==> src/rtl/cfe_pkg.sv <==
package cfe_pkg;
  localparam int ST_W        = 22;
  localparam int CTL_EN      = 0;
  localparam int CTL_RD      = 1;
  localparam int ST_DEND     = 8;
  localparam int ST_BEND     = 10;
  localparam int ST_TX_ACT   = 12;
  localparam int ST_RX_ACT   = 13;
  localparam int ST_TX_HALF  = 14;
  localparam int ST_RX_HALF  = 15;
  localparam int ST_TX_FULL  = 16;
  localparam int ST_RX_FULL  = 17;
  localparam int ST_TX_EMPTY = 18;
  localparam int ST_RX_EMPTY = 19;
  localparam int ST_TX_AVAIL = 20;
  localparam int ST_RX_AVAIL = 21;
  localparam logic [ST_W-1:0] ST_TX_MASK = 22'h155000;
  localparam logic [ST_W-1:0] ST_RX_MASK = 22'h2AA000;

  // host word count for a byte length, rounded up to whole words
  function automatic logic [31:0] words_of(input logic [31:0] nbytes, input int lanes);
    return (nbytes + 32'(lanes - 1)) / 32'(lanes);
  endfunction

  // place one byte into lane idx of a word
  function automatic logic [31:0] lane_put(input logic [31:0] acc, input logic [7:0] b,
                                           input logic [1:0] idx);
    return acc | (32'(b) << {idx, 3'b000});
  endfunction
endpackage

==> src/rtl/cfe_fifo.sv <==
module cfe_fifo #(
  parameter int DEPTH = 16,
  parameter int W     = 32,
  localparam int AW    = $clog2(DEPTH),
  localparam int CNT_W = $clog2(DEPTH + 1)
) (
  input  logic             clk,
  input  logic             rst_n,
  input  logic             flush,
  input  logic             push,
  input  logic [W-1:0]     wdata,
  input  logic             pop,
  output logic [W-1:0]     head,
  output logic [CNT_W-1:0] count,
  output logic             push_ok,
  output logic             pop_ok
);
  logic [W-1:0]  mem [DEPTH];
  logic [AW-1:0] wp, rp;

  function automatic logic [AW-1:0] bump(input logic [AW-1:0] p);
    return (p == AW'(DEPTH - 1)) ? '0 : p + 1'b1;
  endfunction

  assign push_ok = push && (count < CNT_W'(DEPTH)) && !flush;
  assign pop_ok  = pop && (count != '0) && !flush;
  assign head    = mem[rp];

  always_ff @(posedge clk) begin
    if (push_ok) mem[wp] <= wdata;
  end

  always_ff @(posedge clk or negedge rst_n) begin
    if (!rst_n) begin
      wp <= '0; rp <= '0; count <= '0;
    end else if (flush) begin
      wp <= '0; rp <= '0; count <= '0;
    end else begin
      if (push_ok) wp <= bump(wp);
      if (pop_ok)  rp <= bump(rp);
      case ({push_ok, pop_ok})
        2'b10:   count <= count + 1'b1;
        2'b01:   count <= count - 1'b1;
        default: count <= count;
      endcase
    end
  end
endmodule

==> src/rtl/cfe_packer.sv <==
module cfe_packer import cfe_pkg::*; #(
  parameter int W = 32,
  localparam int LANES = W / 8,
  localparam int IW    = $clog2(LANES)
) (
  input  logic         clk,
  input  logic         rst_n,
  input  logic         clr,
  input  logic         take,
  input  logic [7:0]   byte_in,
  input  logic         last,
  output logic         push,
  output logic [W-1:0] word
);
  logic [W-1:0]  acc;
  logic [IW-1:0] idx;

  assign word = lane_put(acc, byte_in, idx);
  assign push = take && ((idx == IW'(LANES - 1)) || last);

  always_ff @(posedge clk or negedge rst_n) begin
    if (!rst_n) begin
      acc <= '0; idx <= '0;
    end else if (clr || push) begin
      acc <= '0; idx <= '0;
    end else if (take) begin
      acc <= word; idx <= idx + 1'b1;
    end
  end
endmodule

==> src/rtl/cfe_unpacker.sv <==
module cfe_unpacker #(
  parameter int W = 32,
  localparam int LANES = W / 8,
  localparam int IW    = $clog2(LANES)
) (
  input  logic         clk,
  input  logic         rst_n,
  input  logic         clr,
  input  logic [W-1:0] head,
  input  logic         send,
  output logic [7:0]   byte_out,
  output logic         need_pop,
  output logic         have
);
  logic [W-1:0]  sh;
  logic [IW-1:0] left;

  assign need_pop = (left == '0);
  assign have     = !need_pop;
  assign byte_out = need_pop ? head[7:0] : sh[7:0];

  always_ff @(posedge clk or negedge rst_n) begin
    if (!rst_n) begin
      sh <= '0; left <= '0;
    end else if (clr) begin
      sh <= '0; left <= '0;
    end else if (send) begin
      if (need_pop) begin
        sh <= head >> 8; left <= IW'(LANES - 1);
      end else begin
        sh <= sh >> 8; left <= left - 1'b1;
      end
    end
  end
endmodule

==> src/rtl/card_fifo_engine.sv <==
module card_fifo_engine import cfe_pkg::*; #(
  parameter int DEPTH  = 16,
  parameter int WORD_W = 32,
  parameter int LEN_W  = 16,
  parameter int CTL_W  = 8
) (
  input  logic              clk,
  input  logic              rst_n,
  input  logic              len_we,
  input  logic [LEN_W-1:0]  len_wdata,
  input  logic              ctl_we,
  input  logic [CTL_W-1:0]  ctl_wdata,
  input  logic              win_we,
  input  logic [WORD_W-1:0] win_wdata,
  input  logic              win_re,
  output logic [WORD_W-1:0] win_rdata,
  input  logic              rx_valid,
  input  logic [7:0]        rx_byte,
  output logic              rx_ready,
  output logic              tx_valid,
  output logic [7:0]        tx_byte,
  input  logic              tx_ready,
  output logic [CTL_W-1:0]  ctrl,
  output logic [LEN_W-1:0]  byte_cnt,
  output logic [LEN_W-1:0]  word_cnt,
  output logic [ST_W-1:0]   status
);
  localparam int LANES = WORD_W / 8;
  localparam int CNT_W = $clog2(DEPTH + 1);
  localparam int HALF  = DEPTH / 2;

  logic [LEN_W-1:0]  len_q;
  logic              dend_q;
  logic              en, dir_rd, load, active;
  logic              rx_take, tx_send, host_acc, host_push, host_pop;
  logic              pk_push, unp_need, unp_have;
  logic              fifo_push, fifo_pop, fifo_push_ok, fifo_pop_ok;
  logic [WORD_W-1:0] pk_word, fifo_wdata, fifo_head;
  logic [CNT_W-1:0]  fifo_cnt;
  logic              fifo_empty, fifo_full;

  assign en         = ctrl[CTL_EN];
  assign dir_rd     = ctrl[CTL_RD];
  assign load       = ctl_we && ctl_wdata[CTL_EN];
  assign fifo_empty = (fifo_cnt == '0);
  assign fifo_full  = (fifo_cnt == CNT_W'(DEPTH));
  assign active     = en && ((byte_cnt != '0) || (word_cnt != '0));

  assign rx_ready = en && dir_rd && (byte_cnt != '0) && !fifo_full && !ctl_we;
  assign rx_take  = rx_valid && rx_ready;
  assign tx_valid = en && !dir_rd && (byte_cnt != '0) && (unp_have || !fifo_empty) && !ctl_we;
  assign tx_send  = tx_valid && tx_ready;

  assign host_acc  = (win_we || win_re) && (word_cnt != '0) && !ctl_we;
  assign host_push = host_acc && win_we && !dir_rd;
  assign host_pop  = host_acc && win_re && dir_rd;
  assign win_rdata = (host_pop && !fifo_empty) ? fifo_head : '0;

  assign fifo_push  = dir_rd ? pk_push : host_push;
  assign fifo_wdata = dir_rd ? pk_word : win_wdata;
  assign fifo_pop   = dir_rd ? host_pop : (tx_send && unp_need);

  cfe_fifo #(.DEPTH(DEPTH), .W(WORD_W)) fifo_i (
    .clk(clk), .rst_n(rst_n), .flush(load), .push(fifo_push), .wdata(fifo_wdata),
    .pop(fifo_pop), .head(fifo_head), .count(fifo_cnt),
    .push_ok(fifo_push_ok), .pop_ok(fifo_pop_ok)
  );

  cfe_packer #(.W(WORD_W)) pack_i (
    .clk(clk), .rst_n(rst_n), .clr(ctl_we), .take(rx_take), .byte_in(rx_byte),
    .last(byte_cnt == LEN_W'(1)), .push(pk_push), .word(pk_word)
  );

  cfe_unpacker #(.W(WORD_W)) unpack_i (
    .clk(clk), .rst_n(rst_n), .clr(ctl_we), .head(fifo_head), .send(tx_send),
    .byte_out(tx_byte), .need_pop(unp_need), .have(unp_have)
  );

  always_ff @(posedge clk or negedge rst_n) begin
    if (!rst_n) begin
      len_q <= '0;
    end else if (len_we) begin
      len_q <= len_wdata;
    end
  end

  always_ff @(posedge clk or negedge rst_n) begin
    if (!rst_n) begin
      ctrl <= '0; byte_cnt <= '0; word_cnt <= '0; dend_q <= 1'b0;
    end else if (ctl_we) begin
      ctrl <= ctl_wdata;
      if (ctl_wdata[CTL_EN]) begin
        byte_cnt <= len_q;
        word_cnt <= LEN_W'(words_of(32'(len_q), LANES));
        dend_q   <= 1'b0;
      end
    end else begin
      if (rx_take || tx_send) byte_cnt <= byte_cnt - 1'b1;
      if (host_acc) word_cnt <= word_cnt - 1'b1;
      if (en && byte_cnt == '0) dend_q <= 1'b1;
      if (en && byte_cnt == '0 && word_cnt == '0) ctrl[CTL_EN] <= 1'b0;
    end
  end

  always_comb begin
    status = '0;
    status[ST_DEND] = dend_q;
    status[ST_BEND] = dend_q;
    if (active) begin
      if (dir_rd) begin
        status[ST_RX_ACT]   = 1'b1;
        status[ST_RX_HALF]  = (fifo_cnt >= CNT_W'(HALF));
        status[ST_RX_FULL]  = fifo_full;
        status[ST_RX_EMPTY] = fifo_empty;
        status[ST_RX_AVAIL] = !fifo_empty;
      end else begin
        status[ST_TX_ACT]   = 1'b1;
        status[ST_TX_HALF]  = (fifo_cnt <= CNT_W'(HALF));
        status[ST_TX_FULL]  = fifo_full;
        status[ST_TX_EMPTY] = fifo_empty;
        status[ST_TX_AVAIL] = !fifo_empty;
      end
    end
  end
endmodule

==> config.mk <==
export PLATFORM = sky130hd
export DESIGN_NAME = card_fifo_engine
export DESIGN_NICKNAME = d
export VERILOG_FILES = /design/src/rtl/cfe_pkg.sv /design/src/rtl/cfe_fifo.sv /design/src/rtl/cfe_packer.sv /design/src/rtl/cfe_unpacker.sv /design/src/rtl/card_fifo_engine.sv
export SDC_FILE = /design/constraint.sdc
export NUM_CORES = 1
export LEC_CHECK = 0
export ABC_CLOCK_PERIOD_IN_PS = 6550
export CAP_MARGIN = 20
export CORE_AREA = 2 2 280 282
export CTS_BUF_LIST = sky130_fd_sc_hd__clkbuf_4 sky130_fd_sc_hd__clkbuf_8
export DETAILED_ROUTE_END_ITERATION = 12
export DIE_AREA = 0 0 282 284
export DONT_BUFFER_PORTS = 1
export GPL_TIMING_DRIVEN = 0
export PLACE_DENSITY = 0.5
export SYNTH_ARGS = -nofsm -noshare
export SYNTH_HDL_FRONTEND = slang
export SYNTH_SLANG_ARGS = --single-unit
==> constraint.sdc <==
create_clock -name clk -period 6.55 [get_ports clk]
set_input_delay 1.31 -clock clk [delete_from_list [all_inputs] [get_ports clk]]
set_output_delay 1.31 -clock clk [all_outputs]
set_load 0.01 [all_outputs]
# --- Word level (Yosys, flattened, before mapping) ---
# Memory sizes are Yosys's and may differ from the RTL's.
# Cells that the tools add are included.
totals:
  elab_cells: 141
  ff_bits: 138
  n_memories: 1
  in_bits: 72
  out_inout_bits: 104
  ram_bits: 512
op_classes:
  addsub: 9
  n_shift: 1
  n_reduce_logical: 58
  bitwise_logic: 1
  n_lt_le_gt_ge: 3
  n_eq_ne: 8
  muxes: 47
mem_list:
  columns: ["name", "words", "width", "rd", "rd_ports_with_merged_regs", "wr", "line_no", "source"]
  rows:
  - ["fifo_i.mem", 16, 32, 1, 0, 1, "cfe_fifo.sv:18", "logic [W-1:0] mem [DEPTH];"]
ops:
  columns: ["op", "n"]
  rows:
  - ["$mux W32", 6]
  - ["$mux W16", 6]
  - ["$logic_not A16 Y1", 2]
  - ["$or A32 B32 Y32", 1]
  - ["$reduce_bool A16 Y1", 2]
  - ["$shl A8 B5 Y32", 1]
  - ["$sub A16 B1 Y16 const B", 2]
  - ["$logic_and A1 B1 Y1", 27]
  - ["$mux W24", 1]
  - ["$mux W4", 6]
  - ["$mux W1", 19]
  - ["$add A16 B2 Y17 const B", 1]
  - ["$eq A16 B1 Y1 const B", 1]
  - ["$reduce_bool A2 Y1", 8]
  - ["$mux W10", 1]
  - ["$mux W2", 5]
  - ["$pmux W5 S2", 1]
  - ["$add A4 B1 Y4 const B", 2]
  - ["$eq A4 B4 Y1 const B", 2]
  - ["$mux W8", 1]
  - ["$logic_not A1 Y1", 6]
  - ["$logic_or A1 B1 Y1", 6]
  - ["$reduce_and A2 Y1", 3]
  - ["$add A5 B1 Y5 const B", 1]
  - ["other kinds (15)", 16]

# --- Logic depth before layout (Yosys ltp) ---
# Gate-level depths: netlist of the first run.
logic_depth:
  ltp_word: 13
  mapped_depth: 18
  depth_no_buf: 16

# --- Modules after synthesis ---
# A second synthesis of the first run with hierarchy kept.
hier_totals:
  hier_cells: 1777
  hier_area_um2: 27636.5
modules_own_cells:
  columns: ["mod", "area_each_um2", "n_inst", "cells_each", "seq_area_each_um2"]
  rows:
  - ["cfe_fifo", 20430.8, 1, 1037, 15700.1]
  - ["card_fifo_engine", 4255.3, 1, 469, 1426.4]
  - ["cfe_packer", 1594.0, 1, 144, 850.8]
  - ["cfe_unpacker", 1356.3, 1, 127, 650.6]

# --- Worst setup path after synthesis of the first run ---
# OpenSTA, ideal clock, no wires.
synth_timing:
  kind: "in2reg"
  start: "input rx_valid"
  end: "memory fifo_i.mem[0][0], enable pin"
  path_buffers: 1
  required_ns: 6.037
  slack_ns: 0.519
  setup_ns: 0.513
  arrival_ns: 5.518
  stages: 7
  cell_sequence: "nand2_1 a31oi_1 nand4_1 a21oi_2 inv_1 buf_4 nor4b_1"
synth_between:
  elab_chain_cells: 7
synth_rtl:
  columns: ["item", "line_no", "source"]
  rows:
  - ["start: declaration", "card_fifo_engine.sv:17", "input logic rx_valid,"]
  - ["$logic_and A1 B1 Y1", "card_fifo_engine.sv:50", "assign rx_take = rx_valid && rx_ready;"]
  - ["$logic_and A1 B1 Y1", "cfe_packer.sv:19", "assign push = take && ((idx == IW'(LANES - 1)) || last);"]
  - ["$mux W1", "card_fifo_engine.sv:59", "assign fifo_push = dir_rd ? pk_push : host_push;"]
  - ["$logic_and A1 B1 Y1 (2 in a row)", "cfe_fifo.sv:25", "assign push_ok = push && (count < CNT_W'(DEPTH)) && !flush;"]
  - ["$mux W1", "cfe_fifo.sv:30", "if (push_ok) mem[wp] <= wdata;"]
  - ["$mux W1 (implied by the code)", "cfe_fifo.sv:30", null]
  - ["end: declaration", "cfe_fifo.sv:18", null]
# Every way passes these cells.

# --- Worst setup path in the final report of the first run ---
layout_timing:
  start: "register fifo_i.rp[1]"
  end: "output win_rdata[21]"
layout_between:
  elab_chain_cells: 2
layout_rtl:
  columns: ["item", "line_no", "source"]
  rows:
  - ["start: declaration", "cfe_fifo.sv:19", "logic [AW-1:0] wp, rp;"]
  - ["start signal: assignment", "cfe_fifo.sv:40", "if (pop_ok) rp <= bump(rp);"]
  - ["$mem_v2 Z16 W32", null, null]
  - ["$mux W32", "card_fifo_engine.sv:57", "assign win_rdata = (host_pop && !fifo_empty) ? fifo_head : '0;"]
  - ["end: declaration", "card_fifo_engine.sv:16", "output logic [WORD_W-1:0] win_rdata,"]
# Every way passes these cells.

==> results.json, run 1 <==
{
  "drt-total-wl_um": 83600,
  "antenna_found_initial": 15,
  "ioPinCount": 176,
  "via_per_inst": 5.54,
  "grt_pass1_wl_um": 117000,
  "fin_skew_ns": 0.0418,
  "syn-cell-area_um2": 26700,
  "core_region_area_um2": 77000,
  "cts-root-buf": "clkbuf_8",
  "htree_levels": 3,
  "final_nets": 1871,
  "grt_pass1_vias": 16100,
  "ys_seq_elements": 642,
  "final-setup-viol-count": 0,
  "wl_per_cell_um": 28.7,
  "std_cell_rows": 102,
  "clk_latency_ns": 0.73,
  "synthTopCellsByCount": "512 x edfxtp_1, 144 x mux4_2, 130 x dfrtp_1",
  "cts.sinks": 642,
  "rsz0062_at_grt": "no",
  "synthCells": 1575,
  "synth_top_area_share_pct": 57.5,
  "initial_utilization_pct": 34.7,
  "clockBufferDepth": 3,
  "total_power_mw": 10.5,
  "die_area_um2": 80100,
  "yosysUniqueCellTypes": 69,
  "vias": 16100,
  "drive_above_1_share_pct": 27.8,
  "clkPwrFrac_pct": 33.8,
  "grt_use_total_pct": 20.7,
  "worstMarginPinSlew_ns": 1.28,
  "gp_congestion": 0.862,
  "syn_to_final_growth_pct": 16.7,
  "yosys.area.top_type": "edfxtp_1",
  "drv_slew": 0,
  "layout_min_cycle_time_ns": 6.24,
  "dp_hpwl_um": 57600,
  "pwr-share-seq_pct": 45.7,
  "cts_resized": 0,
  "layout.cells.non_filler": 2913,
  "dp.cells": 2697,
  "tns_ns": 0,
  "post-route-period-util_pct": 95.3,
  "internal-power_mw": 7.40,
  "p_switching_mw": 3.09,
  "maxCapViolCount": 0,
  "clkTransAtPathRegs_ns": 0.07,
  "utilization_pct": 40.5,
  "numCtsBuffers": 107,
  "crit_fanout": 10,
  "status": "complete, no violations",
  "finalHoldViolCount": 0,
  "p_sw_share_pct": 29.4,
  "worstPathRequired_ns": 5.24,
  "ir_worst_vdd_mv": 0.159,
  "cts_setup_buffers": 0,
  "cts_hold_buf": 0,
  "drc": 0,
  "synthTopCellsByArea": "edfxtp_1 58%, dfrtp_1 12%, mux4_2 12%",
  "dr.pass1.iters": 5,
  "worstSetupEndpointType": "output pin",
  "ant_nets": 0,
  "worstPathArrival_ns": 4.93,
  "port_buffers": 0,
  "timing.slew.headroom_pct": 14.4,
  "power_leakage_nw": 10.5,
  "p_per_area_nw_per_um2": 336,
  "seq_area_frac_synth_pct": 69.7,
  "initialDrtViolationCount": 1718,
  "fill_cells": 6972,
  "fp.dieH_um": 284,
  "synth_most_common_cell": "edfxtp_1",
  "cts_tree": "yes",
  "die_width_um": 282,
  "grt_start_max_net_pins": 131,
  "avgSynthCellArea_um2": 17.0,
  "synthArstFlopShare_pct": 20.2,
  "crit_type": "register to output pin",
  "ys_warn_count": 0,
  "fmaxAchievable_ghz": 0.160,
  "synth_ff_type": "edfxtp_1",
  "synth_edf_count": 512,
  "worstHoldPathType": "primary input to async pin",
  "cp-start-kind": "register",
  "grt_overflow": 0,
  "pwr-share-comb_pct": 20.5
}
[cells in the final DEF, fill, tap and decap left out, types with 30 or more instances in the layout]
cell        n
clkbuf_1   55
mux4_2    144
clkbuf_4   44
nor2_1    103
a22o_1     49
clkbuf_8  115
edfxtp_1  512
buf_6      35
buf_4      58
mux2_2     30
nand3_1    35
dfrtp_1   130
a21oi_1   104
[sequential cells by signal, summed over array words and instances (netlist names)]
register	count
byte_cnt	16
ctrl	8
dend_q	1
fifo_i.count	5
fifo_i.mem	512
fifo_i.rp	4
fifo_i.wp	4
len_q	16
pack_i.acc	32
pack_i.idx	2
unpack_i.left	2
unpack_i.sh	24
word_cnt	16
[worst max-delay path, stage by stage, from the launching register on]
cell	delay [ns]
dfrtp_1	0.42
buf_1	0.66
clkbuf_1	0.72
clkbuf_1	0.73
mux4_2	0.41
a221oi_1	1.05
nor2_1	0.21
[worst paths after layout]
| kind | from | endpoint | slack, ns | depth (start not counted) |
|---|---|---|---|---|
| worst max-delay path | fifo_i.rp[1] | win_rdata[21] | 0.31 | 6 |
| worst min-delay path | rst_n | ctrl[2] | 0.29 | 0 |
| worst max register to register | ctrl[1] | fifo_i.count[4] | 2.09 | 14 |
| worst min register to register | pack_i.acc[5] | pack_i.acc[5] | 0.51 | 1 |
| max in group asynchronous | rst_n | byte_cnt[4] | 6.02 | 0 |
| min in group clk | pack_i.acc[5] | pack_i.acc[5] | 0.51 | 1 |
[power groups by stage]
stage / registers (mW) / logic (mW) / clock network, mW
2_1_floorplan: 4.81 / 1.40 / 0
3_3_place_gp: 4.88 / 2.06 / 0
3_5_place_dp: 4.87 / 2.13 / 0
4_1_cts: 4.79 / 2.14 / 3.62
5_1_grt: 4.81 / 2.30 / 3.80
6_report: 4.79 / 2.15 / 3.55
[routing by layer]
metal  GRT usage [%]  wire (um)
met1            28.4      35500
met2            31.8      38100
met3            6.85       8620
met4            4.51       1300
met5               0         91
[logic make-up after synthesis]
logic type / share of synthesized area [%]
DFF: 69.7
and+or+nand+nor: 5.93
AOI/OAI and AO/OA: 7.01
muxes: 13.6
buffers and inverters: 2.34
xor gates and xnor gates: 0.721
adders and majority gates: 0.730
other: 0.0140
[layout make-up]
cell class | instances | area, um^2 | area share (%)
inverters | 29 | 109 | 0.349
clock buffers | 157 | 1890 | 6.06
clock inverters | 37 | 234 | 0.750
flip-flops and latches | 642 | 18600 | 59.7
well taps | 1040 | 1300 | 4.17
multi-input cells | 802 | 7570 | 24.3
plain buffers | 111 | 518 | 1.66
diodes | 4 | 10.0 | 0.0321
repair buffers | 91 | 936 | 3.00
[stage by stage]
| step | hold slack [ns] | setup slack [ns] | cell area [um^2] |
|---|---|---|---|
| after floorplan | 0.463 | 0.519 | 26800 |
| after global placement | 0.481 | -5.54 | 28100 |
| after detailed placement | 0.490 | 1.02 | 28900 |
| after CTS | 0.228 | 0.214 | 31000 |
| after global routing | 0.234 | 0.230 | 31200 |
| final | 0.289 | 0.308 | 31200 |
Power figures use the tool's default switching activity.
==> run 2: changes to the inputs <==
--- a/config.mk
+++ b/config.mk
@@ -8,7 +8,6 @@
 export ABC_CLOCK_PERIOD_IN_PS = 6550
 export CAP_MARGIN = 20
 export CORE_AREA = 2 2 280 282
-export CTS_BUF_LIST = sky130_fd_sc_hd__clkbuf_4 sky130_fd_sc_hd__clkbuf_8
 export DETAILED_ROUTE_END_ITERATION = 12
 export DIE_AREA = 0 0 282 284
 export DONT_BUFFER_PORTS = 1
==> results.json, run 2 (same netlist as run 1, synthesis figures left out) <==
{
  "fill_cells": 6919,
  "p_per_area_nw_per_um2": 345,
  "timing.slew.headroom_pct": 11.1,
  "grt_pass1_wl_um": 116000,
  "cpPeakStageDelay_ns": 1.09,
  "maxCapViolCount": 0,
  "cts-root-buf": "clkbuf_16",
  "syn_to_final_growth_pct": 17.1,
  "cts_setup_buffers": 0,
  "worstMarginPinSlew_ns": 1.33,
  "crit_fanout": 10,
  "cp.buffers_inverters": 3,
  "finalHoldViolCount": 0,
  "largest_reg_flops": 512,
  "worstHoldPathType": "primary input to async pin",
  "fin_ws_ns": 0.452,
  "layout_min_cycle_time_ns": 6.10,
  "rsz0062_at_grt": "no",
  "cts.sinks": 642,
  "dp_hpwl_um": 57600,
  "grt_pass1_vias": 15700,
  "cts_hold_buf": 0,
  "fp.dieH_um": 284,
  "antenna_found_initial": 10,
  "drt-total-wl_um": 83100,
  "final_common_cell": "edfxtp_1",
  "mostFrequentLayoutCells": "512 x edfxtp_1, 144 x mux4_2, 130 x dfrtp_1",
  "largest-register": "fifo_i.mem",
  "fin_skew_ns": 0.0323,
  "drt-met1-wl_um": 35200,
  "worstPathArrival_ns": 4.79,
  "vias": 16000,
  "dr_wl_met3_um": 8490,
  "fmaxAchievable_ghz": 0.164,
  "path_delay_family": "buffers and inverters",
  "power_leakage_nw": 10.5,
  "drv_slew": 0,
  "drc": 0,
  "std_cell_rows": 102,
  "grt_overflow": 0,
  "grt_start_max_net_pins": 131,
  "initial_utilization_pct": 34.7,
  "final_nets": 1832,
  "final_cell_area_um2": 31300,
  "worstSetupEndpointType": "output pin",
  "clkTransAtPathRegs_ns": 0.06,
  "worstPathRequired_ns": 5.24,
  "core_region_area_um2": 77000,
  "drive_above_1_share_pct": 24.7,
  "cts_tree": "yes",
  "critical_path.slowest_cell": "a221oi_1",
  "gp_congestion": 0.862,
  "place_ws_ns": 1.02,
  "clockBufferDepth": 3,
  "crit_type": "register to output pin",
  "wl_per_cell_um": 29.2,
  "final-setup-viol-count": 0,
  "cp_cell_sequence": "buf_1, clkbuf_1, clkbuf_1, mux4_2, a221oi_1, nor2_1",
  "cts_resized": 0,
  "tns_ns": 0,
  "numCtsBuffers": 70,
  "cp-start-kind": "register",
  "wl_met2_um": 38100,
  "largestRegisters": "fifo_i.mem x512, pack_i.acc x32, unpack_i.sh x24",
  "post-route-period-util_pct": 93.1,
  "grt_use_total_pct": 20.6,
  "r2r-start": "ctrl[1]",
  "utilization_pct": 40.7,
  "htree_levels": 3,
  "worstSetupStartpoint": "fifo_i.rp[1]",
  "ir_worst_vdd_mv": 0.194,
  "ant_nets": 0,
  "via_per_inst": 5.62,
  "port_buffers": 0,
  "place_area_um2": 28900,
  "die_width_um": 282,
  "clk_latency_ns": 0.62,
  "die_area_um2": 80100,
  "initialDrtViolationCount": 2001,
  "dr.pass1.iters": 7,
  "cpMostUsedCell": "clkbuf_1",
  "total_power_mw": 10.8,
  "status": "complete, no violations",
  "ioPinCount": 176,
  "highest_layer": "met5"
}
run 2: cell count changes in the layout (fill, tap and decap cells not counted), moves of 3 or more:
cell | before | now
clkbuf_8 | 115 | 10
clkbuf_16 | 0 | 72
clkbuf_4 | 44 | 1
clkbuf_1 | 55 | 70
clkinv_1 | 23 | 15
buf_4 | 58 | 55
diode_2 | 4 | 1
run 2: report_power, final:
group	switching (mW)	total, mW	internal, mW
Clock	1.69	3.87	2.18
Combinational	1.26	2.15	0.888
Sequential	0.179	4.79	4.61
run 2: final timing paths:
check                                   to  slack (ns)  cells after the start
min                           word_cnt[13]        0.41                      0
max reg2reg                fifo_i.count[4]        2.21                     14
max                          win_rdata[21]        0.45                      6
max in group asynchronous     byte_cnt[10]        5.94                      0
min reg2reg                 pack_i.acc[30]        0.51                      1
min in group clk            pack_i.acc[30]        0.51                      1
run 2: area by class of cell:
cell class | count | area [um^2] | share of cell area (%)
Antenna cell | 1 | 2.50 | 0.00799
Multi-Input combinational cell | 802 | 7570 | 24.2
Sequential cell | 642 | 18600 | 59.5
Inverter | 29 | 109 | 0.348
Clock inverter | 33 | 284 | 0.907
Tap cell | 1040 | 1300 | 4.16
Buffer | 111 | 518 | 1.65
Timing Repair Buffer | 89 | 927 | 2.96
Clock buffer | 95 | 1970 | 6.29
run 2: per-layer routing:
metal	GRT usage, %	vias up
met5	0	-
met4	3.95	14
met3	6.64	107
met2	31.7	734
met1	28.7	8460
li1	-	6647
run 2: through the flow:
stage / instances / hold WS (ns)
2_1_floorplan: 1584 / 0.463
6_report: 2842 / 0.406
3_3_place_gp: 2624 / 0.481
4_1_cts: 2825 / 0.353
5_1_grt: 2841 / 0.363
3_5_place_dp: 2697 / 0.490
